<file path="config.mk">
export PLATFORM = sky130hd
export DESIGN_NAME = vert_countdown
export DESIGN_NICKNAME = d
export VERILOG_FILES = /design/src/rtl/vcd_pkg.sv /design/src/rtl/vcd_interval.sv /design/src/rtl/vcd_rate_sel.sv /design/src/rtl/vcd_std_detect.sv /design/src/rtl/vcd_field_ctr.sv /design/src/rtl/vert_countdown.sv
export SDC_FILE = /design/constraint.sdc
export NUM_CORES = 1
export LEC_CHECK = 0
export CORE_MARGIN = 5
export CORE_UTILIZATION = 55
export DETAILED_ROUTE_END_ITERATION = 8
export GPL_TIMING_DRIVEN = 0
export PLACE_DENSITY = 0.82
export SETUP_SLACK_MARGIN = 0.3
export SLEW_MARGIN = 0
export SYNTH_ARGS = -nofsm -noshare
export SYNTH_HDL_FRONTEND = slang
export SYNTH_HIERARCHICAL = 1
export SYNTH_SLANG_ARGS = --single-unit
</file>
<file path="constraint.sdc">
create_clock -name clk -period 10 [get_ports clk]
set_input_delay 1 -clock clk [delete_from_list [all_inputs] [get_ports clk]]
set_output_delay 1 -clock clk [all_outputs]
set_load 0.05 [all_outputs]
</file>
<file path="src/rtl/vcd_pkg.sv">
package vcd_pkg;

    typedef enum logic [1:0] {
        RATE_AUTO_A = 2'b00,
        RATE_F50    = 2'b01,
        RATE_F60    = 2'b10,
        RATE_AUTO_B = 2'b11
    } rate_sel_e;

    // Effective field rate from the selector and the automatic decision.
    function automatic logic pick_50(input logic [1:0] sel, input logic auto50);
        case (rate_sel_e'(sel))
            RATE_F50: return 1'b1;
            RATE_F60: return 1'b0;
            default:  return auto50;
        endcase
    endfunction

endpackage

</file>
<file path="src/rtl/vcd_interval.sv">
module vcd_interval #(
    parameter int CNT_W = 10
) (
    input  logic             clk,
    input  logic             rst_n,
    input  logic             hl_tick,
    input  logic             vtrig,
    output logic [CNT_W-1:0] gap
);
    localparam logic [CNT_W-1:0] SAT = '1;

    typedef struct packed {
        logic [CNT_W-1:0] cnt;
    } ival_t;

    ival_t ival_d, ival_q;

    always_comb begin
        ival_d = ival_q;
        if (vtrig) begin
            ival_d.cnt = '0;
        end else if (hl_tick && ival_q.cnt != SAT) begin
            ival_d.cnt = ival_q.cnt + 1'b1;
        end
    end

    always_ff @(posedge clk) begin
        if (!rst_n) begin
            ival_q.cnt <= SAT;
        end else begin
            ival_q <= ival_d;
        end
    end

    assign gap = ival_q.cnt;

endmodule

</file>
<file path="src/rtl/vcd_rate_sel.sv">
module vcd_rate_sel
    import vcd_pkg::*;
#(
    parameter int CNT_W  = 10,
    parameter int W60_LO = 450,
    parameter int W60_HI = 594,
    parameter int W50_LO = 576,
    parameter int W50_HI = 714,
    parameter int VOTES  = 4
) (
    input  logic             clk,
    input  logic             rst_n,
    input  logic             vtrig,
    input  logic [CNT_W-1:0] gap,
    input  logic [1:0]       rate_sel,
    output logic             is50,
    output logic             flip
);
    localparam int VW = $clog2(VOTES + 1);
    localparam logic [VW-1:0]    VLAST = VW'(VOTES - 1);
    localparam logic [CNT_W-1:0] LO60  = CNT_W'(W60_LO);
    localparam logic [CNT_W-1:0] HI60  = CNT_W'(W60_HI);
    localparam logic [CNT_W-1:0] LO50  = CNT_W'(W50_LO);
    localparam logic [CNT_W-1:0] HI50  = CNT_W'(W50_HI);

    typedef struct packed {
        logic          auto50;
        logic [VW-1:0] votes;
    } rate_t;

    rate_t rate_d, rate_q;
    logic  in60, in50, other;

    always_comb begin
        in60   = (gap >= LO60) && (gap <= HI60);
        in50   = (gap >= LO50) && (gap <= HI50);
        other  = rate_q.auto50 ? (in60 && !in50) : (in50 && !in60);
        rate_d = rate_q;
        flip   = 1'b0;
        if (vtrig) begin
            if (!other) begin
                rate_d.votes = '0;
            end else if (rate_q.votes == VLAST) begin
                rate_d.auto50 = !rate_q.auto50;
                rate_d.votes  = '0;
                flip          = 1'b1;
            end else begin
                rate_d.votes = rate_q.votes + 1'b1;
            end
        end
    end

    always_ff @(posedge clk) begin
        if (!rst_n) begin
            rate_q <= '0;
        end else begin
            rate_q <= rate_d;
        end
    end

    assign is50 = pick_50(rate_sel, rate_q.auto50);

    // the automatic decision only moves on a measured trigger interval
    a_r9_flip_on_trig: assert property (@(posedge clk) disable iff (!rst_n)
        !$stable(rate_q.auto50) |-> $past(vtrig))
        else $error("rate decision changed without a trigger");

    a_r9_votes_cap: assert property (@(posedge clk) disable iff (!rst_n)
        rate_q.votes <= VLAST)
        else $error("vote count beyond limit");

endmodule

</file>
<file path="src/rtl/vcd_std_detect.sv">
module vcd_std_detect #(
    parameter int CNT_W  = 10,
    parameter int TOL    = 1,
    parameter int FIELDS = 8
) (
    input  logic             clk,
    input  logic             rst_n,
    input  logic             hl_tick,
    input  logic             vtrig,
    input  logic [CNT_W-1:0] gap,
    input  logic [CNT_W-1:0] nom_len,
    input  logic             clear,
    input  logic             force_ns,
    output logic             is_std
);
    localparam int RW = $clog2(FIELDS + 1);
    localparam logic [RW-1:0]    RMAX  = RW'(FIELDS);
    localparam logic [CNT_W-1:0] TOL_C = CNT_W'(TOL);

    typedef struct packed {
        logic          std;
        logic [RW-1:0] run;
    } sdet_t;

    sdet_t sdet_d, sdet_q;
    logic  good, late;
    logic [RW-1:0] run_inc;

    always_comb begin
        good    = (gap >= nom_len - TOL_C) && (gap <= nom_len + TOL_C);
        late    = hl_tick && !vtrig && (gap == nom_len + TOL_C);
        run_inc = (sdet_q.run == RMAX) ? RMAX : sdet_q.run + 1'b1;
        sdet_d  = sdet_q;
        if (clear) begin
            sdet_d = '0;
        end else if (vtrig) begin
            if (good) begin
                sdet_d.run = run_inc;
                sdet_d.std = (run_inc == RMAX);
            end else begin
                sdet_d = '0;
            end
        end else if (late) begin
            sdet_d = '0;
        end
    end

    always_ff @(posedge clk) begin
        if (!rst_n) begin
            sdet_q <= '0;
        end else begin
            sdet_q <= sdet_d;
        end
    end

    assign is_std = sdet_q.std && !force_ns;

    // standard state is only entered on a measured trigger
    a_r8_rise_on_trig: assert property (@(posedge clk) disable iff (!rst_n)
        $rose(sdet_q.std) |-> $past(vtrig))
        else $error("standard entered without trigger");

    a_r8_run_cap: assert property (@(posedge clk) disable iff (!rst_n)
        sdet_q.run <= RMAX)
        else $error("run counter beyond limit");

endmodule

</file>
<file path="src/rtl/vcd_field_ctr.sv">
module vcd_field_ctr #(
    parameter int CNT_W    = 10,
    parameter int FCNT_MAX = 714
) (
    input  logic             clk,
    input  logic             rst_n,
    input  logic             hl_tick,
    input  logic             vtrig,
    input  logic             std_eff,
    input  logic [CNT_W-1:0] win_lo,
    input  logic [CNT_W-1:0] win_hi,
    input  logic [CNT_W-1:0] fld_len,
    input  logic [CNT_W-1:0] alc_at,
    output logic             vreset,
    output logic             alc_pulse,
    output logic             vdet
);
    localparam logic [CNT_W-1:0] FMAX = CNT_W'(FCNT_MAX);

    typedef struct packed {
        logic [CNT_W-1:0] fcnt;
        logic             vres;
        logic             alc;
        logic             det;
    } fld_t;

    fld_t fld_d, fld_q;
    logic in_win, accept, trig_rst, div_rst, free_rst, rst_ev;

    always_comb begin
        in_win   = (fld_q.fcnt >= win_lo) && (fld_q.fcnt <= win_hi);
        accept   = vtrig && in_win;
        trig_rst = accept && !std_eff;
        div_rst  = hl_tick && std_eff && (fld_q.fcnt >= fld_len - 1'b1);
        free_rst = hl_tick && !std_eff && (fld_q.fcnt >= win_hi);
        rst_ev   = trig_rst || div_rst || free_rst;

        fld_d = fld_q;
        if (rst_ev) begin
            fld_d.fcnt = '0;
        end else if (hl_tick) begin
            fld_d.fcnt = fld_q.fcnt + 1'b1;
        end
        fld_d.vres = rst_ev;
        if (accept) begin
            fld_d.det = 1'b1;
        end else if (free_rst) begin
            fld_d.det = 1'b0;
        end
        fld_d.alc = (fld_d.fcnt >= alc_at) && (fld_d.fcnt <= alc_at + 1'b1);
    end

    always_ff @(posedge clk) begin
        if (!rst_n) begin
            fld_q <= '0;
        end else begin
            fld_q <= fld_d;
        end
    end

    assign vreset    = fld_q.vres;
    assign alc_pulse = fld_q.alc;
    assign vdet      = fld_q.det;

    // reset pulse lasts a single clock
    a_r11_single_pulse: assert property (@(posedge clk) disable iff (!rst_n)
        fld_q.vres |=> !fld_q.vres)
        else $error("vreset longer than one clock");

    // a reset not caused by a half-line tick must come from a trigger
    a_r2_reset_cause: assert property (@(posedge clk) disable iff (!rst_n)
        (fld_q.vres && !$past(hl_tick)) |-> $past(vtrig))
        else $error("reset without tick or trigger");

    // the field count never runs past the longest window end
    a_r4_bounded: assert property (@(posedge clk) disable iff (!rst_n)
        fld_q.fcnt <= FMAX)
        else $error("field count overran window end");

    // in standard operation a lone trigger never resets the field
    a_r5_trig_no_reset: assert property (@(posedge clk) disable iff (!rst_n)
        (std_eff && vtrig && !hl_tick) |=> !fld_q.vres)
        else $error("trigger reset a standard field");

endmodule

</file>
<file path="src/rtl/vert_countdown.sv">
module vert_countdown #(
    parameter int CNT_W       = 10,
    parameter int W60_LO      = 450,
    parameter int W60_HI      = 594,
    parameter int W50_LO      = 576,
    parameter int W50_HI      = 714,
    parameter int LEN60       = 525,
    parameter int LEN50       = 625,
    parameter int ALC60       = 449,
    parameter int ALC50       = 536,
    parameter int STD_TOL     = 1,
    parameter int STD_FIELDS  = 8,
    parameter int RATE_VOTES  = 4
) (
    input  logic       clk,
    input  logic       rst_n,
    input  logic       hl_tick,
    input  logic       vtrig,
    input  logic [2:0] mode_sel,
    output logic       vreset,
    output logic       alc_pulse,
    output logic       vdet,
    output logic       is_50hz,
    output logic       is_std
);
    localparam int FCNT_MAX = (W50_HI > W60_HI) ? W50_HI : W60_HI;
    localparam logic [CNT_W-1:0] C60_LO  = CNT_W'(W60_LO);
    localparam logic [CNT_W-1:0] C60_HI  = CNT_W'(W60_HI);
    localparam logic [CNT_W-1:0] C50_LO  = CNT_W'(W50_LO);
    localparam logic [CNT_W-1:0] C50_HI  = CNT_W'(W50_HI);
    localparam logic [CNT_W-1:0] C60_LEN = CNT_W'(LEN60);
    localparam logic [CNT_W-1:0] C50_LEN = CNT_W'(LEN50);
    localparam logic [CNT_W-1:0] C60_ALC = CNT_W'(ALC60);
    localparam logic [CNT_W-1:0] C50_ALC = CNT_W'(ALC50);

    logic [CNT_W-1:0] gap, win_lo, win_hi, fld_len, alc_at;
    logic             is50, flip, std_eff;

    vcd_interval #(.CNT_W(CNT_W)) u_ival (
        .clk     (clk),
        .rst_n   (rst_n),
        .hl_tick (hl_tick),
        .vtrig   (vtrig),
        .gap     (gap)
    );

    vcd_rate_sel #(
        .CNT_W(CNT_W), .W60_LO(W60_LO), .W60_HI(W60_HI),
        .W50_LO(W50_LO), .W50_HI(W50_HI), .VOTES(RATE_VOTES)
    ) u_rate (
        .clk      (clk),
        .rst_n    (rst_n),
        .vtrig    (vtrig),
        .gap      (gap),
        .rate_sel (mode_sel[1:0]),
        .is50     (is50),
        .flip     (flip)
    );

    assign win_lo  = is50 ? C50_LO  : C60_LO;
    assign win_hi  = is50 ? C50_HI  : C60_HI;
    assign fld_len = is50 ? C50_LEN : C60_LEN;
    assign alc_at  = is50 ? C50_ALC : C60_ALC;

    vcd_std_detect #(
        .CNT_W(CNT_W), .TOL(STD_TOL), .FIELDS(STD_FIELDS)
    ) u_std (
        .clk      (clk),
        .rst_n    (rst_n),
        .hl_tick  (hl_tick),
        .vtrig    (vtrig),
        .gap      (gap),
        .nom_len  (fld_len),
        .clear    (flip),
        .force_ns (mode_sel[2]),
        .is_std   (std_eff)
    );

    vcd_field_ctr #(.CNT_W(CNT_W), .FCNT_MAX(FCNT_MAX)) u_fld (
        .clk       (clk),
        .rst_n     (rst_n),
        .hl_tick   (hl_tick),
        .vtrig     (vtrig),
        .std_eff   (std_eff),
        .win_lo    (win_lo),
        .win_hi    (win_hi),
        .fld_len   (fld_len),
        .alc_at    (alc_at),
        .vreset    (vreset),
        .alc_pulse (alc_pulse),
        .vdet      (vdet)
    );

    assign is_50hz = is50;
    assign is_std  = std_eff;

endmodule

</file>
---- Yosys cells after proc, flatten, opt, wreduce, memory -nomap -nowiden ----
Cells that the tools add are included.
storage, ports and cells
  register bits ........................... 32
  latch bits .............................. 0
  bits in writable memories ............... 0
  ROM bits ................................ 0
  input port bits ......................... 7
  logic and storage cells ................. 87
  memories kept ........................... 0
cells by class
  add/sub/neg operators ................... 7
  multiply operators ...................... 0
  div/mod/pow operators ................... 0
  order comparisons ....................... 12
  equality and inequality tests ........... 7
  shift-type cells ........................ 0
  muxes and demuxes ....................... 21
  bitwise operators ....................... 1
  reduce and logical (&&, ||, !) cells .... 30
operators with widths
  kind                                                     number
  2-to-1 mux 10 bit                                        6
  >= comparator 10 bit                                     5
  adder 10 x 1 -> 10 bit (second input constant)           4
  less-or-equal comparator 10 bit                          3
  less-or-equal comparator 10 bit (second input constant)  2
  logical AND 1 bit                                        17
  2-to-1 mux 5 bit                                         3
  == test 10 bit                                           1
  >= comparator 10 bit (second input constant)             1
  >= comparator 10 x 9 -> 1 bit (second input constant)    1
  != test 10 bit (second input constant)                   1
  subtractor 10 x 1 -> 10 bit (second input constant)      1
  == test 4 bit (second input constant)                    2
  2-to-1 mux 8 bit                                         1
  2-to-1 mux 7 bit                                         1
  logical NOT 1 bit                                        6
  2-to-1 mux 1 bit                                         6
  2-to-1 mux 3 bit                                         2
  nonzero test 2 bit                                       3
  adder 4 x 1 -> 4 bit (second input constant)             1
  2-to-1 mux 4 bit                                         1
  adder 3 x 1 -> 3 bit (second input constant)             1
  == test 3 x 2 -> 1 bit (second input constant)           1
  AND reduction 3 bit                                      1
  other kinds (6)                                          7

---- Depth between registers and ports, before layout ----
Gate-level depths: netlist (run 1).
  depth in word-level cells ............... 12
  gate-level depth with buffers ........... 22
  gate-level depth less buffers ........... 21

---- Cells and area by module ----
Netlist (run 1), hierarchy kept.
by module, submodules not included
  module          instances  cells each  area an instance (µm²)
  vcd_field_ctr   1          270         2,162.1
  vcd_std_detect  1          127         1,019.7
  vcd_interval    1          59          580.6
  vcd_rate_sel    1          51          394.1
  vert_countdown  1          3           11.3

---- Worst setup path after synthesis (run 1) ----
No wires, ideal clock.
  kind .................................... input-to-reg
  start ................................... input port mode_sel[1]
  end ..................................... register u_fld.fld_q, in the netlist u_fld/alc_pulse
  library setup time ...................... 60 ps
  arrival ................................. 5,340 ps
  slack ................................... 4,600 ps
  cell stages on the path ................. 19
  path buffers ............................ 1
  cells stage by stage .................... inv_1 -> ha_1 -> mux2_2 -> inv_1 -> xnor2_1 -> ha_1 -> nand3_1 -> or4_4 -> a311oi_4 -> a311oi_4 -> buf_6 -> and2_1 -> ha_1 -> a21o_1 -> a21o_1 -> a21oi_1 -> o211ai_1 -> nand2_1 -> o2111a_1
on the way
  elaborated cells between the ends (all ways) .. 24
  classes of those cells .................. add/sub (2); order compare (6); eq/ne (2); mux (6); reduce/logical (8)
RTL lines
  item                                                     line                  RTL
  start, declared                                          vert_countdown.sv:19  input logic [2:0] mode_sel,
  == test 2 bit or == test 2 x 1 -> 1 bit (tied branches)  vcd_pkg.sv:12         case (rate_sel_e'(sel))
  one-hot mux 1 bit (2 select lines) *                     vcd_pkg.sv:12
  named net is_50hz                                        vert_countdown.sv:23  output logic is_50hz,
  2-to-1 mux 10 bit *                                      vert_countdown.sv:63  assign alc_at = is50 ? C50_ALC : C60_ALC;
  named net alc_at[0]                                      vert_countdown.sv:36  logic [CNT_W-1:0] gap, win_lo, win_hi, fld_len, alc_at;
  adder 10 x 1 -> 10 bit                                   vcd_field_ctr.sv:50   fld_d.alc = (fld_d.fcnt >= alc_at) && (fld_d.fcnt <= alc_at + 1'b1);
  less-or-equal comparator 10 bit                          vcd_field_ctr.sv:50
  logical AND 1 bit *                                      vcd_field_ctr.sv:50
  end signal, assigned                                     vcd_field_ctr.sv:57   fld_q <= fld_d;
  end, declared                                            vcd_field_ctr.sv:27   fld_t fld_d, fld_q;
The timed path passes the listed nets; every way through them passes the cells marked *.
A chain may end at the register's enable or synchronous reset.

---- Worst setup path after layout (run 1) ----
  start ................................... input port mode_sel[1]
  end ..................................... register u_fld.fld_q, in the netlist u_fld/alc_pulse
on the way
  elaborated cells between the ends (all ways) .. 24
  classes of those cells .................. add/sub (2); order compare (6); eq/ne (2); mux (6); reduce/logical (8)
RTL lines
  item                                                     line
  == test 2 bit or == test 2 x 1 -> 1 bit (tied branches)  vcd_pkg.sv:12
  one-hot mux 1 bit (2 select lines) *                     vcd_pkg.sv:12
  2-to-1 mux 10 bit *                                      vert_countdown.sv:63
  named net alc_at[0]                                      vert_countdown.sv:36
  adder 10 x 1 -> 10 bit                                   vcd_field_ctr.sv:50
  less-or-equal comparator 10 bit                          vcd_field_ctr.sv:50
  logical AND 1 bit *                                      vcd_field_ctr.sv:50
Marks and branches as above.

==> results of run 1 <==
==> synthesized netlist by cell type (3+ instances only) <==
cell | number | area, um^2
nor2_1 | 26 | 97.6
and3_1 | 13 | 81.3
o21ai_1 | 7 | 35.0
a21o_1 | 4 | 30.0
and2_1 | 10 | 62.6
a21boi_0 | 5 | 37.5
o2111ai_1 | 3 | 26.3
nand2_1 | 32 | 120
o21ai_0 | 14 | 70.1
xor2_1 | 21 | 184
ha_1 | 80 | 1000
o211ai_1 | 4 | 30.0
nor4_1 | 4 | 25.0
xnor2_1 | 25 | 219
nor2b_1 | 6 | 37.5
nand2b_1 | 9 | 56.3
clkbuf_1 | 4 | 15.0
a21oi_1 | 27 | 135
a211oi_1 | 4 | 30.0
a211oi_2 | 3 | 37.5
dfxtp_1 | 32 | 641
nand3_1 | 27 | 135
nand4_1 | 12 | 75.1
inv_1 | 52 | 195
nor3_1 | 13 | 65.1
==> through the flow <==
step / total power, W / hold WS, ps / util
2_1_floorplan: 0.000233 / 444 / -
3_3_place_gp: 0.000252 / 455 / 0.632
3_5_place_dp: 0.000259 / 467 / 0.632
4_1_cts: 0.000368 / 484 / 0.645
5_1_grt: 0.000393 / 517 / 0.645
6_report: 0.000367 / 486 / 0.645
==> flip-flops by register name (all words and copies together), names as in the netlist <==
register / cells
u_fld/fld_q: 10
u_ival/gap: 10
u_std/sdet_q: 5
u_rate/rate_q: 4
u_fld/alc_pulse: 1
u_fld/vdet: 1
u_fld/vreset: 1
==> layer usage <==
metal	share of wire	GRT usage	up-vias
met5	0	0	-
met4	0.018	0.0713	0
met3	0.046	0.0287	14
met2	0.50	0.358	75
met1	0.43	0.238	1780
li1	-	-	1943
==> cell families after synthesis <==
logic type,count (synthesis),share of synthesized area
AO/OA/AOI/OAI,102,0.193
XOR/XNOR,46,0.0967
adder cells (fa/ha/maj),80,0.240
buffers and inverters,60,0.0579
flip-flops,32,0.154
multiplexers,3,0.00751
other,2,0.00180
AND/OR/NAND/NOR,185,0.249
==> where the power goes <==
part	leakage (nW)	internal [W]	total (W)	switching (W)
clock network	0.0445	0.0000559	0.000107	0.0000513
registers	0.262	0.000132	0.000146	0.0000133
logic	1.86	0.0000498	0.000115	0.0000647
total	2.17	0.000238	0.000367	0.000129
==> layout make-up <==
type,count,area [um^2],area share
inverter,52,195,0.0413
sequential,32,641,0.135
timing repair buffer,11,110,0.0233
multi-input combinational,480,3520,0.744
buffer,8,46.3,0.00979
tap,99,124,0.0262
clock inverter,1,7.51,0.00159
clock buffer,7,86.3,0.0183
==> final timing paths <==
kind,startpoint,endpoint,slack (ps),depth (start not counted)
worst max-delay path,mode_sel[1],u_fld/alc_pulse$_SDFF_PN0_,3890,20
worst max register to register,u_rate/rate_q[3]$_SDFFE_PN0P_,u_fld/alc_pulse$_SDFF_PN0_,5030,17
worst min register to register,u_rate/rate_q[1]$_SDFFE_PN0P_,u_rate/rate_q[1]$_SDFFE_PN0P_,490,1
worst min-delay path,u_rate/rate_q[1]$_SDFFE_PN0P_,u_rate/rate_q[1]$_SDFFE_PN0P_,490,1
==> worst reg2reg max path: stages (launching register included) <==
cell and delay, ps:
dfxtp_1 370, mux2_2 530, inv_1 840, xnor2_1 210, ha_1 360, nand3_1 100, or4_4 500, a311oi_4 360
a311oi_4 120, buf_6 200, and2_1 160, ha_1 310, a21o_1 180, a21o_1 170, a21oi_1 160, o211ai_1 100
nand2_1 70, o2111a_1 190
==> layout by cell type (no fill, tap or decap), types with 5 or more instances in the layout <==
| cell | n |
|---|---|
| clkbuf_8 | 6 |
| clkdlybuf4s50_1 | 11 |
| nor3_1 | 13 |
| clkbuf_1 | 5 |
| o21ai_1 | 7 |
| and3_1 | 13 |
| nor2b_1 | 6 |
| o21ai_0 | 14 |
| conb_1 | 64 |
| a21oi_1 | 27 |
| nand2_1 | 32 |
| xnor2_1 | 25 |
| xor2_1 | 21 |
| nor2_1 | 26 |
| nand3_1 | 27 |
| nand4_1 | 12 |
| a21boi_0 | 5 |
| inv_1 | 52 |
| and2_1 | 10 |
| dfxtp_1 | 32 |
| ha_1 | 80 |
| nand2b_1 | 9 |
==> results.yml, run 1 <==
global_routing:
  grt_max_degree: 32
  gr-usage-all-layers: 0.199
  grt_pass1_wl_mm: 16.1
  grt_pass1_vias: 3753
  grt_antenna_before_repair: 0
  grt-ovfl-total: 0
clock_tree:
  cts_made_buffers: 5
  clkSinkCount: 32
  postCtsSetupRepairBufs: 0
  ctsHoldBuffers: 0
  htreeDepth: 2
  clockBufferDepth: 2
  cts-root-buf: "clkbuf_8"
  clk_latency_ps: 290
  cts_tree: "built"
  clkTransAtPathRegs_ps: 70
  cts_resized: 0
worst_setup_path:
  path_buf_inv: 4
  timing_worst_setup_path_type: "in2reg"
  path_cells: "clkdlybuf4s50_1 > inv_1 > ha_1 > mux2_2 > inv_1 > xnor2_1 > ha_1 > nand3_1 > or4_4 > a311oi_4 > a311oi_4 > buf_6 > and2_1 > ha_1 > a21o_1 > a21o_1 > a21oi_1 > o211ai_1 > nand2_1 > o2111a_1"
  cp_max_fo: 31
  worstPathRequired_ps: 10230
  startpoint_type: "input port"
  cp-end-kind: "register"
  critical-path-top-delay-family: "buffers and inverters"
  crit_top_cell: "ha_1"
  crit_slowest_cell: "inv_1"
  cp.arrival_ps: 6340
  critPathMaxStageDelay_ps: 830
synthesis:
  synthArstFlopShare: 0
  synth-warning-count: 6
  postSynthAreaPerCell_um2: 8.17
  synth_edf_count: 0
  synth_cells: 510
  synthFlopType: "dfxtp_1"
  synth.distinct_cells: 77
  ys_seq_area_frac: 0.154
  synth_seq_cells: 32
  synthesis.area_um2: 4170
placed_design:
  pre_cts_slack_ps: 3610
  place.gp.congestion: 0.861
  io_buffers: 11
  dp_cells: 682
  hpwl_mm: 7.26
  place_area_um2: 4630
power_and_ir_drop:
  peakVddDrop_mv: 0.0407
  total_leakage_power_nw: 2.17
  power_density_nw_per_um2: 77.7
timing:
  fmax_ghz: 0.164
  clock_skew_ps: 3.91
  fin_setup_tns_ps: 0
  hold_viol: 0
  worst_slew_pin_slew_ps: 1000
  setup_viol: 0
  fin_crit_ps: 6110
  finalMaxSlewViolations: 0
  min_period_over_period: 0.611
  max_slew_margin: 0.332
  setup_slack_ps: 3890
  rsz0062_at_grt: "no"
die:
  die_w_um: 97.1
  die_h_um: 97.1
  core_um2: 7330
  start_util: 0.569
  dieArea_um2: 9420
  io_pins: 12
  num_rows: 31
cells_and_area:
  final_nets: 677
  antenna_cells: 0
  fin_cells: 690
  areaGrowthSynthToFinish_pct: 13.4
  fin_area_um2: 4730
  num-fill-cells: 609
  drive_above_1_share: 0.0728
flow_run:
  drv_cap: 0
drt:
  dr.pass1.iters: 4
  drtIter0Drc: 224
  post_drt_wl_per_cell_um: 13.5
  ant_nets: 0
  drt-total-wl_mm: 9.30
  viasPerCell: 5.52
  remaining_drc_errors: 0
  route.vias.total: 3812
outcome:
  status: "finished clean"
min_path:
  hold_class: "reg2reg"
Note: power is estimated with default switching activity, not from simulation.
==> run 2: changes to the inputs <==
- PLACE_DENSITY: 0.82 -> 0.85
- clock period: 10 -> 5.2 ns (I/O delays scaled with it)
==> run 2 against run 1 <==
  * Clock skew increased by 2.9 ps
  * Flip-flop and latch count unchanged
  * Final area increased by 2.7%
  * Global-route usage increased by 0.82 points
==> results.yml, run 2 (synthesis results as in run 1) <==
timing:
  worst_slew_pin_slew_ps: 566
  clock_skew_ps: 6.85
  rsz0062_at_grt: "no"
  finalMaxSlewViolations: 0
  hold_viol: 0
  min_period_over_period: 0.901
  setup_viol: 0
  max_slew_margin: 0.622
  timing.hold.ws_ps: 483
  fmax_ghz: 0.214
  fin_crit_ps: 4680
drt:
  remaining_drc_errors: 0
  ant_nets: 0
  post_drt_wl_per_cell_um: 14.0
  viasPerCell: 5.53
  dr.pass1.iters: 4
  drt-total-wl_mm: 9.83
  route.vias.total: 3884
  drtIter0Drc: 243
flow_run:
  drv_cap: 0
die:
  start_util: 0.569
  core_um2: 7330
  dieArea_um2: 9420
  num_rows: 31
  die_h_um: 97.1
  die_w_um: 97.1
  io_pins: 12
placed_design:
  io_buffers: 11
  hpwl_mm: 7.40
  dp_cells: 682
  place.gp.congestion: 0.827
global_routing:
  grt_pass1_wl_mm: 16.8
  grt_antenna_before_repair: 0
  gr-usage-all-layers: 0.207
  grt_pass1_vias: 3921
  grt-ovfl-total: 0
  grt_max_degree: 17
cells_and_area:
  top_regs: "u_fld/fld_q: 10 flops, u_ival/gap: 10 flops, u_std/sdet_q: 5 flops"
  areaGrowthSynthToFinish_pct: 16.5
  fin_cells: 702
  multi_input_area_um2: 3560
  final_common_cell: "ha_1"
  layout_common_cells: "79 x ha_1, 64 x conb_1, 51 x inv_1, 32 x nand2_1, 32 x dfxtp_1"
  regArea_um2: 641
  antenna_cells: 0
  drive_above_1_share: 0.0978
  num-fill-cells: 595
  final_nets: 689
worst_setup_path:
  path_cells: "clkdlybuf4s50_1 > inv_1 > ha_4 > mux2_4 > clkinvlp_4 > xnor2_1 > ha_1 > a21oi_1 > o21ai_0 > or3b_1 > a311oi_4 > a311oi_4 > buf_6 > and2_1 > ha_1 > a21o_1 > a21o_1 > a21oi_1 > o211ai_1 > nand2_1 > o2111a_1"
  cp-end-kind: "register"
  path_buf_inv: 4
  cp_max_fo: 10
  crit_slowest_cell: "clkdlybuf4s50_1"
  worstPathRequired_ps: 5430
  startpoint_type: "input port"
  cp.depth: 21
  cp.arrival_ps: 4910
  reg2reg_depth: 18
  timing_worst_setup_path_type: "in2reg"
  critPathMaxStageDelay_ps: 450
  critical-path-top-delay-family: "compound AO/OA/AOI/OAI gates"
min_path:
  whs_path_depth: 2
  hold_class: "reg2reg"
clock_tree:
  clk_latency_ps: 290
  clkSinkCount: 32
  htreeDepth: 2
  cts_tree: "built"
  clockBufferDepth: 2
  cts_made_buffers: 5
  clkTransAtPathRegs_ps: 70
  cts-root-buf: "clkbuf_8"
power_and_ir_drop:
  p_clk_frac: 0.287
  peakVddDrop_mv: 0.112
  p_int_w: 0.000466
  power_density_nw_per_um2: 149
  p_seq_frac: 0.387
  swShare: 0.357
  total_leakage_power_nw: 2.23
  p_total_w: 0.000725
  p_comb_frac: 0.326
  switchingPower_w: 0.000259
outcome:
  status: "finished clean"
## run 2: changes by cell type in the layout (fill, tap and decap cells not counted)
cell        change
buf_6           +1
ha_4            +1
nor4_2          +1
buf_4           +9
a211oi_2        +1
ha_1            -1
mux2_4          +1
nor4_1          -1
inv_1           -1
clkinvlp_4      +1
clkinvlp_2      +1
a211oi_1        -1
## run 2: final timing paths
kind,endpoint,slack [ps],from
max,u_fld/alc_pulse$_SDFF_PN0_,520,mode_sel[1]
min,u_std/sdet_q[4]$_SDFFE_PP0P_,480,u_std/sdet_q[4]$_SDFFE_PP0P_
max reg2reg,u_fld/alc_pulse$_SDFF_PN0_,1070,u_rate/rate_q[3]$_SDFFE_PN0P_
min reg2reg,u_std/sdet_q[4]$_SDFFE_PP0P_,480,u_std/sdet_q[4]$_SDFFE_PP0P_
## run 2: final cells by class
cell class / instances / area share
multi-input combinational: 481 / 0.733
sequential: 32 / 0.132
inverter: 52 / 0.0410
timing repair buffer: 21 / 0.0389
tap: 99 / 0.0255
clock buffer: 7 / 0.0178
buffer: 8 / 0.00954
clock inverter: 1 / 0.00155
timing repair inverter: 1 / 0.00103
## run 2: tightest hold or removal path, stage by stage (launching register included)
cell	delay [ps]
dfxtp_1	310
nand3_1	70
o41ai_2	60
## run 2: power groups by stage
stage / Sequential, W / Combinational (W) / Clock, W
after floorplan: 0.000277 / 0.000172 / 0
after global placement: 0.000285 / 0.000201 / 0
after detailed placement: 0.000286 / 0.000216 / 0
after CTS: 0.000280 / 0.000221 / 0.000209
after global routing: 0.000283 / 0.000268 / 0.000217
final: 0.000281 / 0.000236 / 0.000208
## run 2: repair_timing
item                                    in CTS  in global routing
gates resized for setup                      0                  4
pin swaps                                    0                  2
hold buffers                                 0                  0
endpoints found under the setup margin       1                  1
cloned                                       2                  0
setup buffers                                1                  9
## run 2: metal layers
metal  routed length, um  track usage
met2                4880        0.378
met5                   0            0
met4                 192       0.0810
met1                4330        0.241
met3                 423       0.0309
## run 2: metrics by stage
step,util,TNS [ps],worst slack [ps],instance area [um^2]
final,0.662,0,517,4850
after CTS,0.649,0,353,4760
after global routing,0.662,0,314,4850
after floorplan,-,0,573,4410
after global placement,0.633,-281,-281,4640
after detailed placement,0.633,-403,-403,4640
==> run 3: changes to the inputs <==
- SKIP_CTS_REPAIR_TIMING: not set -> 1
==> run 3 against run 2 <==
  * Flip-flop and latch count unchanged
  * Global-route usage decreased by 0.61 points
  * Clock skew decreased by 1.1 ps
  * Final area about the same
  * Setup slack got worse by 20 ps
  * Via count increased by 2.0%
  * Non-clock buffer count increased by 1
  * Utilization decreased by 0.051 points
  * Count of clock-buffer cells in the layout unchanged
  * First-iteration DRC count increased by 9.5%
  * Clock power about the same
  * Sequential power about the same
  * Highest routed layer unchanged
==> results.yml, run 3 (synthesis results as in run 1) <==
outcome:
  status: "finished clean"
timing:
  max_slew_margin: 0.616
  min_period_over_period: 0.904
  rsz0062_at_grt: "no"
  clock_skew_ps: 5.79
  fin_setup_tns_ps: 0
  setup_slack_ps: 497
  finalMaxSlewViolations: 0
  setup_viol: 0
  worst_slew_pin_slew_ps: 576
  fin_crit_ps: 4700
  hold_viol: 0
  fmax_ghz: 0.213
placed_design:
  place_area_um2: 4640
  pre_cts_slack_ps: -403
  dp_cells: 682
  place.gp.congestion: 0.827
  hpwl_mm: 7.40
  io_buffers: 11
die:
  start_util: 0.569
  io_pins: 12
  dieArea_um2: 9420
  core_um2: 7330
  num_rows: 31
  die_h_um: 97.1
  die_w_um: 97.1
global_routing:
  grt_max_degree: 32
  grt_pass1_wl_mm: 16.4
  gr-usage-all-layers: 0.201
  grt-ovfl-total: 0
  grt_pass1_vias: 3847
  grt_antenna_before_repair: 0
clock_tree:
  htreeDepth: 2
  clockBufferDepth: 2
  clkSinkCount: 32
  clk_latency_ps: 290
  cts_tree: "built"
  cts_made_buffers: 5
  clkTransAtPathRegs_ps: 70
  cts-root-buf: "clkbuf_8"
cells_and_area:
  fin_area_um2: 4850
  final_common_cell: "ha_1"
  drive_above_1_share: 0.0992
  fin_cells: 704
  top_regs: "u_fld/fld_q: 10 flops, u_ival/gap: 10 flops, u_std/sdet_q: 5 flops"
  layout_common_cells: "80 x ha_1, 64 x conb_1, 51 x inv_1, 32 x nand2_1, 32 x dfxtp_1"
  areaGrowthSynthToFinish_pct: 16.4
  antenna_cells: 0
  final_nets: 691
power_and_ir_drop:
  peakVddDrop_mv: 0.112
  power_density_nw_per_um2: 150
  total_leakage_power_nw: 2.23
  p_total_w: 0.000727
worst_setup_path:
  cp.arrival_ps: 4930
  crit_slowest_cell: "or4_4"
  timing_worst_setup_path_type: "in2reg"
  cp_max_fo: 10
  worstPathRequired_ps: 5430
  startpoint_type: "input port"
  critPathMaxStageDelay_ps: 500
  path_cells: "clkdlybuf4s50_1 > inv_1 > ha_1 > mux2_4 > clkinvlp_4 > xnor2_1 > ha_1 > nand3_1 > or4_4 > a311oi_4 > a311oi_4 > buf_6 > and2_1 > ha_1 > a21o_1 > a21o_1 > a21oi_1 > o211ai_1 > nand2_1 > o2111a_1"
  crit_top_cell: "ha_1"
  critical-path-top-delay-family: "compound AO/OA/AOI/OAI gates"
  cp-end-kind: "register"
  path_buf_inv: 4
  cp.depth: 20
  reg2reg_depth: 18
min_path:
  hold_class: "reg2reg"
  whs_path_depth: 2
drt:
  route.vias.total: 3962
  ant_nets: 0
  dr.pass1.iters: 4
  drtIter0Drc: 266
  viasPerCell: 5.63
  post_drt_wl_per_cell_um: 14.1
  drt-total-wl_mm: 9.94
  remaining_drc_errors: 0
flow_run:
  drv_cap: 0
==> run 3: cell types whose count changed in the layout (fill, tap and decap cells not counted) <==
cell / before / now
buf_6: 3 / 2
clkinvlp_2: 1 / 2
ha_4: 1 / 0
ha_1: 79 / 80
buf_4: 9 / 11
==> run 3: path summary, 6_finish.rpt <==
check                                                    from  slack [ps]                      endpoint
worst max-delay path                              mode_sel[1]         500    u_fld/alc_pulse$_SDFF_PN0_
worst min-delay path             u_std/sdet_q[4]$_SDFFE_PP0P_         480  u_std/sdet_q[4]$_SDFFE_PP0P_
worst max register to register  u_rate/rate_q[3]$_SDFFE_PN0P_        1070    u_fld/alc_pulse$_SDFF_PN0_
worst min register to register   u_std/sdet_q[4]$_SDFFE_PP0P_         480  u_std/sdet_q[4]$_SDFFE_PP0P_
==> run 3: power breakdown <==
| group | leakage [nW] | total [W] | internal [W] | switching [W] |
|---|---|---|---|---|
| Clock | 0.0445 | 0.000209 | 0.000108 | 0.000101 |
| Sequential | 0.262 | 0.000281 | 0.000254 | 0.0000263 |
| Combinational | 1.92 | 0.000237 | 0.000104 | 0.000133 |
| Total | 2.23 | 0.000727 | 0.000466 | 0.000261 |
==> run 3: layout make-up <==
class	count	area (um^2)
well taps	99	124
inverters	52	199
clock buffers	7	86.3
clock inverters	1	7.51
multi-input cells	481	3540
flip-flops and latches	32	641
plain buffers	8	46.3
repair buffers	22	193
fillers	588	2480
repair inverters	2	10.0
==> run 3: routing by layer <==
layer	share of wire	track usage	vias to the layer above
met5	0	0	-
met4	0.025	0.0724	0
met3	0.046	0.0223	27
met2	0.49	0.373	121
met1	0.44	0.236	1841
li1	-	-	1973
==> run 3: tightest hold or removal path: stages (launching register included) <==
cell	delay, ps
dfxtp_1	310
nand3_1	70
o41ai_2	60
==> run 3: metrics by stage <==
stage | hold WS [ps] | util
floorplan | 444 | -
global placement | 453 | 0.633
detailed placement | 473 | 0.633
CTS | 488 | 0.646
global route | 514 | 0.662
finish | 482 | 0.662
